--- config.mk ---
export PLATFORM = sky130hd
export DESIGN_NAME = extbus_seq
export DESIGN_NICKNAME = d
export VERILOG_FILES = /design/src/rtl/extbus_pkg.sv /design/src/rtl/extbus_ctrl.sv /design/src/rtl/extbus_dp.sv /design/src/rtl/extbus_seq.sv
export SDC_FILE = /design/constraint.sdc
export NUM_CORES = 1
export LEC_CHECK = 0
export ABC_AREA = 1
export BUFFER_PORTS_ARGS = -buffer_cell sky130_fd_sc_hd__buf_2
export CORE_ASPECT_RATIO = 0.7
export CORE_MARGIN = 5
export CORE_UTILIZATION = 46
export CTS_BUF_LIST = sky130_fd_sc_hd__clkbuf_4 sky130_fd_sc_hd__clkbuf_8
export CTS_CLUSTER_DIAMETER = 120
export CTS_CLUSTER_SIZE = 8
export DETAILED_ROUTE_END_ITERATION = 8
export PLACE_DENSITY = 0.85
export SETUP_SLACK_MARGIN = 0.5
export SYNTH_ARGS = -nofsm -noshare
export SYNTH_HDL_FRONTEND = slang
export SYNTH_SLANG_ARGS = --single-unit
--- constraint.sdc ---
create_clock -name clk -period 1.6 [get_ports clk]
set_input_delay 0.32 -clock clk [delete_from_list [all_inputs] [get_ports clk]]
set_output_delay 0.32 -clock clk [all_outputs]
set_load 0.01 [all_outputs]
--- src/rtl/extbus_pkg.sv ---
package extbus_pkg;
  // Strobes passed from the control to the datapath
  typedef struct packed {
    logic load;     // cycle starts at this edge: latch the address
    logic capture;  // last tick of the cycle: latch the data, pulse ack
    logic ale;
    logic addrEn;
    logic rdLow;
  } busStrobes_t;
endpackage

--- src/rtl/extbus_ctrl.sv ---
module extbus_ctrl
  import extbus_pkg::*;
#(
  parameter int WaitW = 3
) (
  input  logic             clk,
  input  logic             rst,
  input  logic             req,
  input  logic [WaitW-1:0] waitIn,
  input  logic             forceWait,
  output busStrobes_t      strobes
);
  localparam int TotW   = WaitW + 1;
  localparam int MaxLen = 4 + (1 << (WaitW + 1));
  localparam int CntW   = $clog2(MaxLen);

  logic            busy;
  logic [CntW-1:0] tickCnt;
  logic [TotW-1:0] waitTot;
  logic [TotW-1:0] newWait;
  logic [CntW-1:0] lastIdx;
  logic            lastTick;
  logic            startCycle;

  // Total wait states of the cycle that is about to start
  assign newWait    = TotW'(waitIn) + TotW'(forceWait);
  // Index of the last tick of the running cycle: 4 + 2*W ticks in all
  assign lastIdx    = CntW'(3) + CntW'({waitTot, 1'b0});
  assign lastTick   = busy && (tickCnt == lastIdx);
  assign startCycle = req && (!busy || lastTick);

  always_ff @(posedge clk) begin
    if (rst) begin
      busy    <= 1'b0;
      tickCnt <= '0;
      waitTot <= '0;
    end else if (startCycle) begin
      busy    <= 1'b1;
      tickCnt <= '0;
      waitTot <= newWait;
    end else if (lastTick) begin
      busy    <= 1'b0;
    end else if (busy) begin
      tickCnt <= tickCnt + 1'b1;
    end
  end

  always_comb begin
    strobes.load    = startCycle;
    strobes.capture = lastTick;
    strobes.ale     = busy && (tickCnt == '0);
    strobes.addrEn  = busy && (tickCnt < CntW'(2));
    strobes.rdLow   = busy && (tickCnt >= CntW'(2));
  end
endmodule

--- src/rtl/extbus_dp.sv ---
module extbus_dp
  import extbus_pkg::*;
#(
  parameter int AddrW = 16,
  parameter int DataW = 16
) (
  input  logic             clk,
  input  logic             rst,
  input  busStrobes_t      strobes,
  input  logic [AddrW-1:0] addrIn,
  input  logic [DataW-1:0] busDataIn,
  output logic             ack,
  output logic [DataW-1:0] rdData,
  output logic             clkOut,
  output logic             ale,
  output logic             rdN,
  output logic [AddrW-1:0] adOut,
  output logic             adOe
);
  logic [AddrW-1:0] addrQ;
  logic [DataW-1:0] dataQ;
  logic             ackQ;
  logic             clkQ;

  always_ff @(posedge clk) begin
    if (rst) begin
      addrQ <= '0;
      dataQ <= '0;
      ackQ  <= 1'b0;
      clkQ  <= 1'b0;
    end else begin
      clkQ <= !clkQ;
      ackQ <= strobes.capture;
      if (strobes.load)    addrQ <= addrIn;
      if (strobes.capture) dataQ <= busDataIn;
    end
  end

  assign ack    = ackQ;
  assign rdData = dataQ;
  assign clkOut = clkQ;
  assign ale    = strobes.ale;
  assign rdN    = !strobes.rdLow;
  assign adOut  = addrQ;
  assign adOe   = strobes.addrEn;
endmodule

--- src/rtl/extbus_seq.sv ---
module extbus_seq
  import extbus_pkg::*;
#(
  parameter int AddrW = 16,
  parameter int DataW = 16,
  parameter int WaitW = 3
) (
  input  logic             clk,
  input  logic             rst,
  input  logic             req,
  input  logic [AddrW-1:0] addrIn,
  input  logic [WaitW-1:0] waitIn,
  input  logic             forceWait,
  input  logic [DataW-1:0] busDataIn,
  output logic             ack,
  output logic [DataW-1:0] rdData,
  output logic             clkOut,
  output logic             ale,
  output logic             rdN,
  output logic [AddrW-1:0] adOut,
  output logic             adOe
);
  busStrobes_t strobes;

  extbus_ctrl #(.WaitW(WaitW)) u_ctrl (
    .clk(clk), .rst(rst), .req(req), .waitIn(waitIn),
    .forceWait(forceWait), .strobes(strobes)
  );

  extbus_dp #(.AddrW(AddrW), .DataW(DataW)) u_dp (
    .clk(clk), .rst(rst), .strobes(strobes), .addrIn(addrIn),
    .busDataIn(busDataIn), .ack(ack), .rdData(rdData), .clkOut(clkOut),
    .ale(ale), .rdN(rdN), .adOut(adOut), .adOe(adOe)
  );
endmodule

# After elaboration in Yosys (flattened, before gate mapping)
# Index checks and enable logic that the tools add are counted.
[word_totals]
register_bits = 44
out_inout_bits = 37
wordCells = 29
[op_classes]
reduce_logical = 13
add_sub_neg = 3
n_lt_le_gt_ge = 2
mux = 2
n_eq_ne = 1
bitwise = 1
[ops]
columns = ["cell", "count"]
rows = [
  ["$add 2x5->5 const A", 1],
  ["$add 5x1->5 const B", 1],
  ["$eq 5x5->1", 1],
  ["$ge 5x2->1 const B", 1],
  ["$logic_and 1x1->1", 5],
  ["$logic_not 5->1", 1],
  ["$lt 5x2->1 const B", 1],
  ["$add 3x1->4", 1],
  ["$logic_not 1->1", 3],
  ["$mux 1", 2],
  ["$reduce_and 2->1", 1],
  ["$reduce_bool 2->1", 1],
  ["$reduce_or 2->1", 1],
  ["$logic_or 1x1->1", 1],
  ["$not 1->1", 1],
]

# Logic depth before layout (Yosys ltp)
[depth]
depth_word = 6
ltp_mapped = 13

# Modules after synthesis
# From an unflattened synthesis, not the netlist that was laid out.
[hier_totals]
cells_unflattened = 327
area_unflattened_um2 = 2165.8
[by_module_without_submodules]
columns = ["mod", "n_inst", "seq_area_each_um2", "area_each_um2", "cells_each"]
rows = [
  ["extbus_dp", 1, 680.7, 1405.1, 211],
  ["extbus_ctrl", 1, 200.2, 760.7, 116],
]

# Worst setup path before layout
# Ideal clock, no wire load.
[synth_path]
path_type = "register -> register"
startpoint = "register u_ctrl.waitTot[0]"
endpoint = "register u_ctrl.waitTot[0]"
path_buffers = 1
path_stages_with_launch = 13
setup_time_ns = 0.115
period_less_slack_ns = 1.617
arrival_time_ns = 1.502
setup_slack_ns = -0.017
t_required_ns = 1.485
path_cell_list = "dfxtp_1 -> ha_1 -> inv_1 -> nor2_1 -> nor2_1 -> nand2_1 -> nor2_4 -> nand2_4 -> nand2_8 -> buf_6 -> nand3b_1 -> nand2_1 -> nor2_1"
[synth_between]
elab_chain_cells = 5
[synth_rtl]
columns = ["element", "line_no", "rtl"]
rows = [
  ["start, declared", "extbus_ctrl.sv:19", "logic [TotW-1:0] waitTot;"],
  ["start signal, assigned", "extbus_ctrl.sv:40", "waitTot <= newWait;"],
  ["$add 2x5->5", "extbus_ctrl.sv:28", "assign lastIdx = CntW'(3) + CntW'({waitTot, 1'b0});"],
  ["$eq 5x5->1", "extbus_ctrl.sv:29", "assign lastTick = busy && (tickCnt == lastIdx);"],
  ["$logic_and 1x1->1", "extbus_ctrl.sv:29", ""],
  ["$logic_or 1x1->1", "extbus_ctrl.sv:30", "assign startCycle = req && (!busy || lastTick);"],
  ["$logic_and 1x1->1", "extbus_ctrl.sv:30", ""],
]
# Every way passes these cells.
# A chain may end at the register's enable or synchronous reset.

# Final worst setup path
[layout_path]
startpoint = "register u_ctrl.waitTot[1]"
endpoint = "register u_ctrl.waitTot[0]"
# Same word-level chain as after synthesis.

==> run summary <==
status -> finished, violations left
failing checks -> negative setup slack
gr busiest metal -> met2
Final WS setup -> -170 ps
Post-synth top cells -> 69 x nand2_1, 44 x dfxtp_1, 38 x a21oi_1, 34 x nor2_1, 18 x nand3b_1
largest family of logic cells by synthesized area -> simple AND/OR/NAND/NOR gates
area leader, netlist -> dfxtp_1
mapped cell area -> 2030 um^2
initial antenna violation count -> 0
Hold Crit Class -> primary input to flip-flop
Ys Warns -> 0
Fmax -> 565 MHz
nets -> 403
Placed Instance Area -> 2510 um^2
worst skew pair latency -> 300 ps
Cell variety after synth -> 24
Total Routing Usage GR -> 19.5%
Post-synth EDFFs -> 0
DR pass1 iterations -> 4
post-detail-place hpwl -> 3570 um
Slew HR -> 77.7%
crit path launch -> u_ctrl.waitTot[1]
Syn Area/Cell -> 7.68 um^2
ys flop type -> dfxtp_1
Final Hold Fails -> 0
Layout Cells excl Fill -> 414
most common cell in the synthesized netlist -> nand2_1
delay-heaviest family, CP -> simple AND/OR/NAND/NOR gates
Inst Count DP -> 388
top-area cell type share of the netlist area -> 43.4%
Synth Area in Compound Gates -> 11.3%
initial drt markers -> 150
Fill cells -> 264
# diodes -> 0
DR vias/cell -> 5.31
post-layout min period -> 1770 ps
final setup violation count -> 44
first-pass GRT wire length -> 9020 um
pin count of the biggest net entering global routing -> 25
sequential area share after synthesis -> 43.4%
RSZ-0062 raised after global routing -> true
crit path max-delay cell type -> dfxtp_4
CP Launch Type -> flip-flop
sequential cell area -> 943 um^2
# IOs -> 76
final setup skew -> 3.33 ps
adder-cell share of the synthesized area -> 3.70%
Post-Synth Simple-Gate Area -> 32.3%
Data required, critical path -> 1780 ps
Cell Rows -> 20
routing usage on met1 -> 23.4%
Worst VDD drop -> 678 uV
Antenna Nets Post-Route -> 0
Total Die Area -> 5860 um^2
Synth async-reset ratio -> 0%
Max FO, Critical Path -> 12
# clock sinks -> 44
WP buf/inv -> 2
Die Wd -> 89.4 um
Max clock buf depth -> 2
vias in the first global route -> 2032
CTS H-Tree Depth -> 2
Cell Chain, Critical Path -> ha_4 > inv_2 > nor2_2 > nor2_1 > nand2_1 > nor2_4 > nand2_4 > nand2_8 > buf_12 > nand3b_1 > nand2_1 > nor2_1
Leak Pwr -> 1.42 nW
Syn Nets -> 309
die height -> 65.6 um
Hold Slack -> 257 ps
final instance area -> 3190 um^2
hold_buf cts -> 0
setup TNS -> -5080 ps
WL/cell -> 16.7 um
crit-path max cell delay -> 360 ps
layout cells sized above 1 -> 57.9%
Synth Register Bits -> 44
GRT overflow -> 0
Cells after Synth -> 264
multi-input combinational cell area -> 1180 um^2
Placer Congestion -> 0.856
CTS tree -> built
Crit. End Element -> flip-flop
Core Region -> 4300 um^2
MaxCap Viol Count -> 0
pwr/cell area -> 804 nW/um^2
DR DRC count -> 0
Area contributors post-synth -> dfxtp_1 43%, nand2_1 13%, a21oi_1 9.4%
mux contribution to synthesized area -> 0%
Area Growth Syn to Fin -> 57.2%
CTS root buf -> clkbuf_8
GRT met3 Usage -> 4.26%
met2 GRT Util -> 34.1%
routed wire length -> 6930 um
number of buffers added on ports -> 75
max-slew violations -> 0
Initial Util -> 47.1%
period utilisation layout -> 111%
xor/xnor share of the synthesized area -> 1.73%
DR vias -> 2197
Tightest Pin Transition -> 335 ps
critical setup path kind -> flip-flop to flip-flop
hold_sp -> busDataIn[4]
r2r startpoint -> u_ctrl.waitTot[1]
CTS Buf Count -> 5
Worst EP arrival -> 1950 ps
Worst-path clk slew -> 90 ps
[kinds of logic (layout without fill, tap and decap cells)]
| group | count (synthesis) | in the layout |
|---|---|---|
| AO/OA/AOI/OAI | 43 | 43 |
| XOR/XNOR | 4 | 4 |
| adder cells (fa/ha/maj) | 6 | 6 |
| buffers and inverters | 28 | 123 |
| flip-flops | 44 | 44 |
| AND/OR/NAND/NOR | 139 | 139 |
[state kept, by name, summed over array words and instances, names as in the netlist]
signal and flops:
u_dp.adOut 16, u_dp.rdData 16, u_ctrl.tickCnt 5, u_ctrl.waitTot 4, u_ctrl.busy 1, u_dp.ack 1, u_dp.clkOut 1
[per-stage QoR]
step	total power [W]	util (%)	worst slack [ps]
final	0.00257	74.1	-170
after global routing	0.00267	74.1	-257
after detailed placement	0.00158	58.3	-12.3
after CTS	0.00248	65.8	-27.3
after global placement	0.00157	58.3	38.2
after floorplan	0.00144	-	97.9
[cell usage in the layout (no fill, tap or decap)]
| cell | count |
|---|---|
| buf_2 | 53 |
| inv_2 | 4 |
| clkinv_4 | 1 |
| ha_4 | 2 |
| clkbuf_16 | 2 |
| o21bai_1 | 1 |
| dfxtp_4 | 5 |
| xnor2_1 | 1 |
| nor2_4 | 3 |
| nand2_2 | 16 |
| a21oi_1 | 27 |
| ha_1 | 4 |
| clkbuf_8 | 6 |
| buf_12 | 3 |
| nand3_2 | 2 |
| buf_6 | 26 |
| clkinv_8 | 1 |
| nand2_1 | 47 |
| inv_1 | 6 |
| and3_1 | 1 |
| nand2_8 | 1 |
| xor2_1 | 3 |
| nand3b_1 | 18 |
| dfxtp_1 | 4 |
| nor2_1 | 28 |
| inv_4 | 1 |
| dfxtp_2 | 35 |
| nor2_2 | 4 |
| nand3_1 | 10 |
| nand3_4 | 1 |
| bufinv_16 | 1 |
| o21ai_0 | 1 |
| a21oi_2 | 14 |
| buf_4 | 19 |
| nand2_4 | 8 |
[worst min-delay path: stages]
cell and delay, ps:
buf_2 100, nand2_1 50, a21oi_1 50
[area by class of cell]
type	instances	share of cell area, %
Clock inverter	2	1.22
Sequential cell	44	29.6
Multi-Input combinational cell	192	37.2
Clock buffer	6	2.59
Timing Repair Buffer	103	25.4
Inverter	12	1.88
Tap cell	55	2.16
[final timing paths]
kind / end / slack (ps) / cells past startpoint
worst min register to register: u_dp.clkOut / 410 / 1
worst min-delay path: u_dp.rdData[4] / 260 / 3
worst max register to register: u_ctrl.waitTot[0] / -170 / 12
worst max-delay path: u_ctrl.waitTot[0] / -170 / 12
[power by group]
part           internal, W  switching [W]  total (W)
Combinational     0.000220       0.000246   0.000466
Clock             0.000511       0.000394   0.000904
Sequential         0.00115      0.0000451    0.00119
[routing by layer]
metal  vias up  wire length (um)  share of wire, %
met5         -                 0                 0
met4         0               147               2.1
met3        17               363               5.2
met2        84              3580                52
met1      1056              2830                41
li1       1040                 -                 -
[timing repair]
item                       in CTS  in global routing
setup buffers                   7                  9
resized for setup              55                 67
pin swaps                       6                  7
setup endpoints to repair      53                 78
cloned                          0                  2
(Power assumes the default switching activity.)
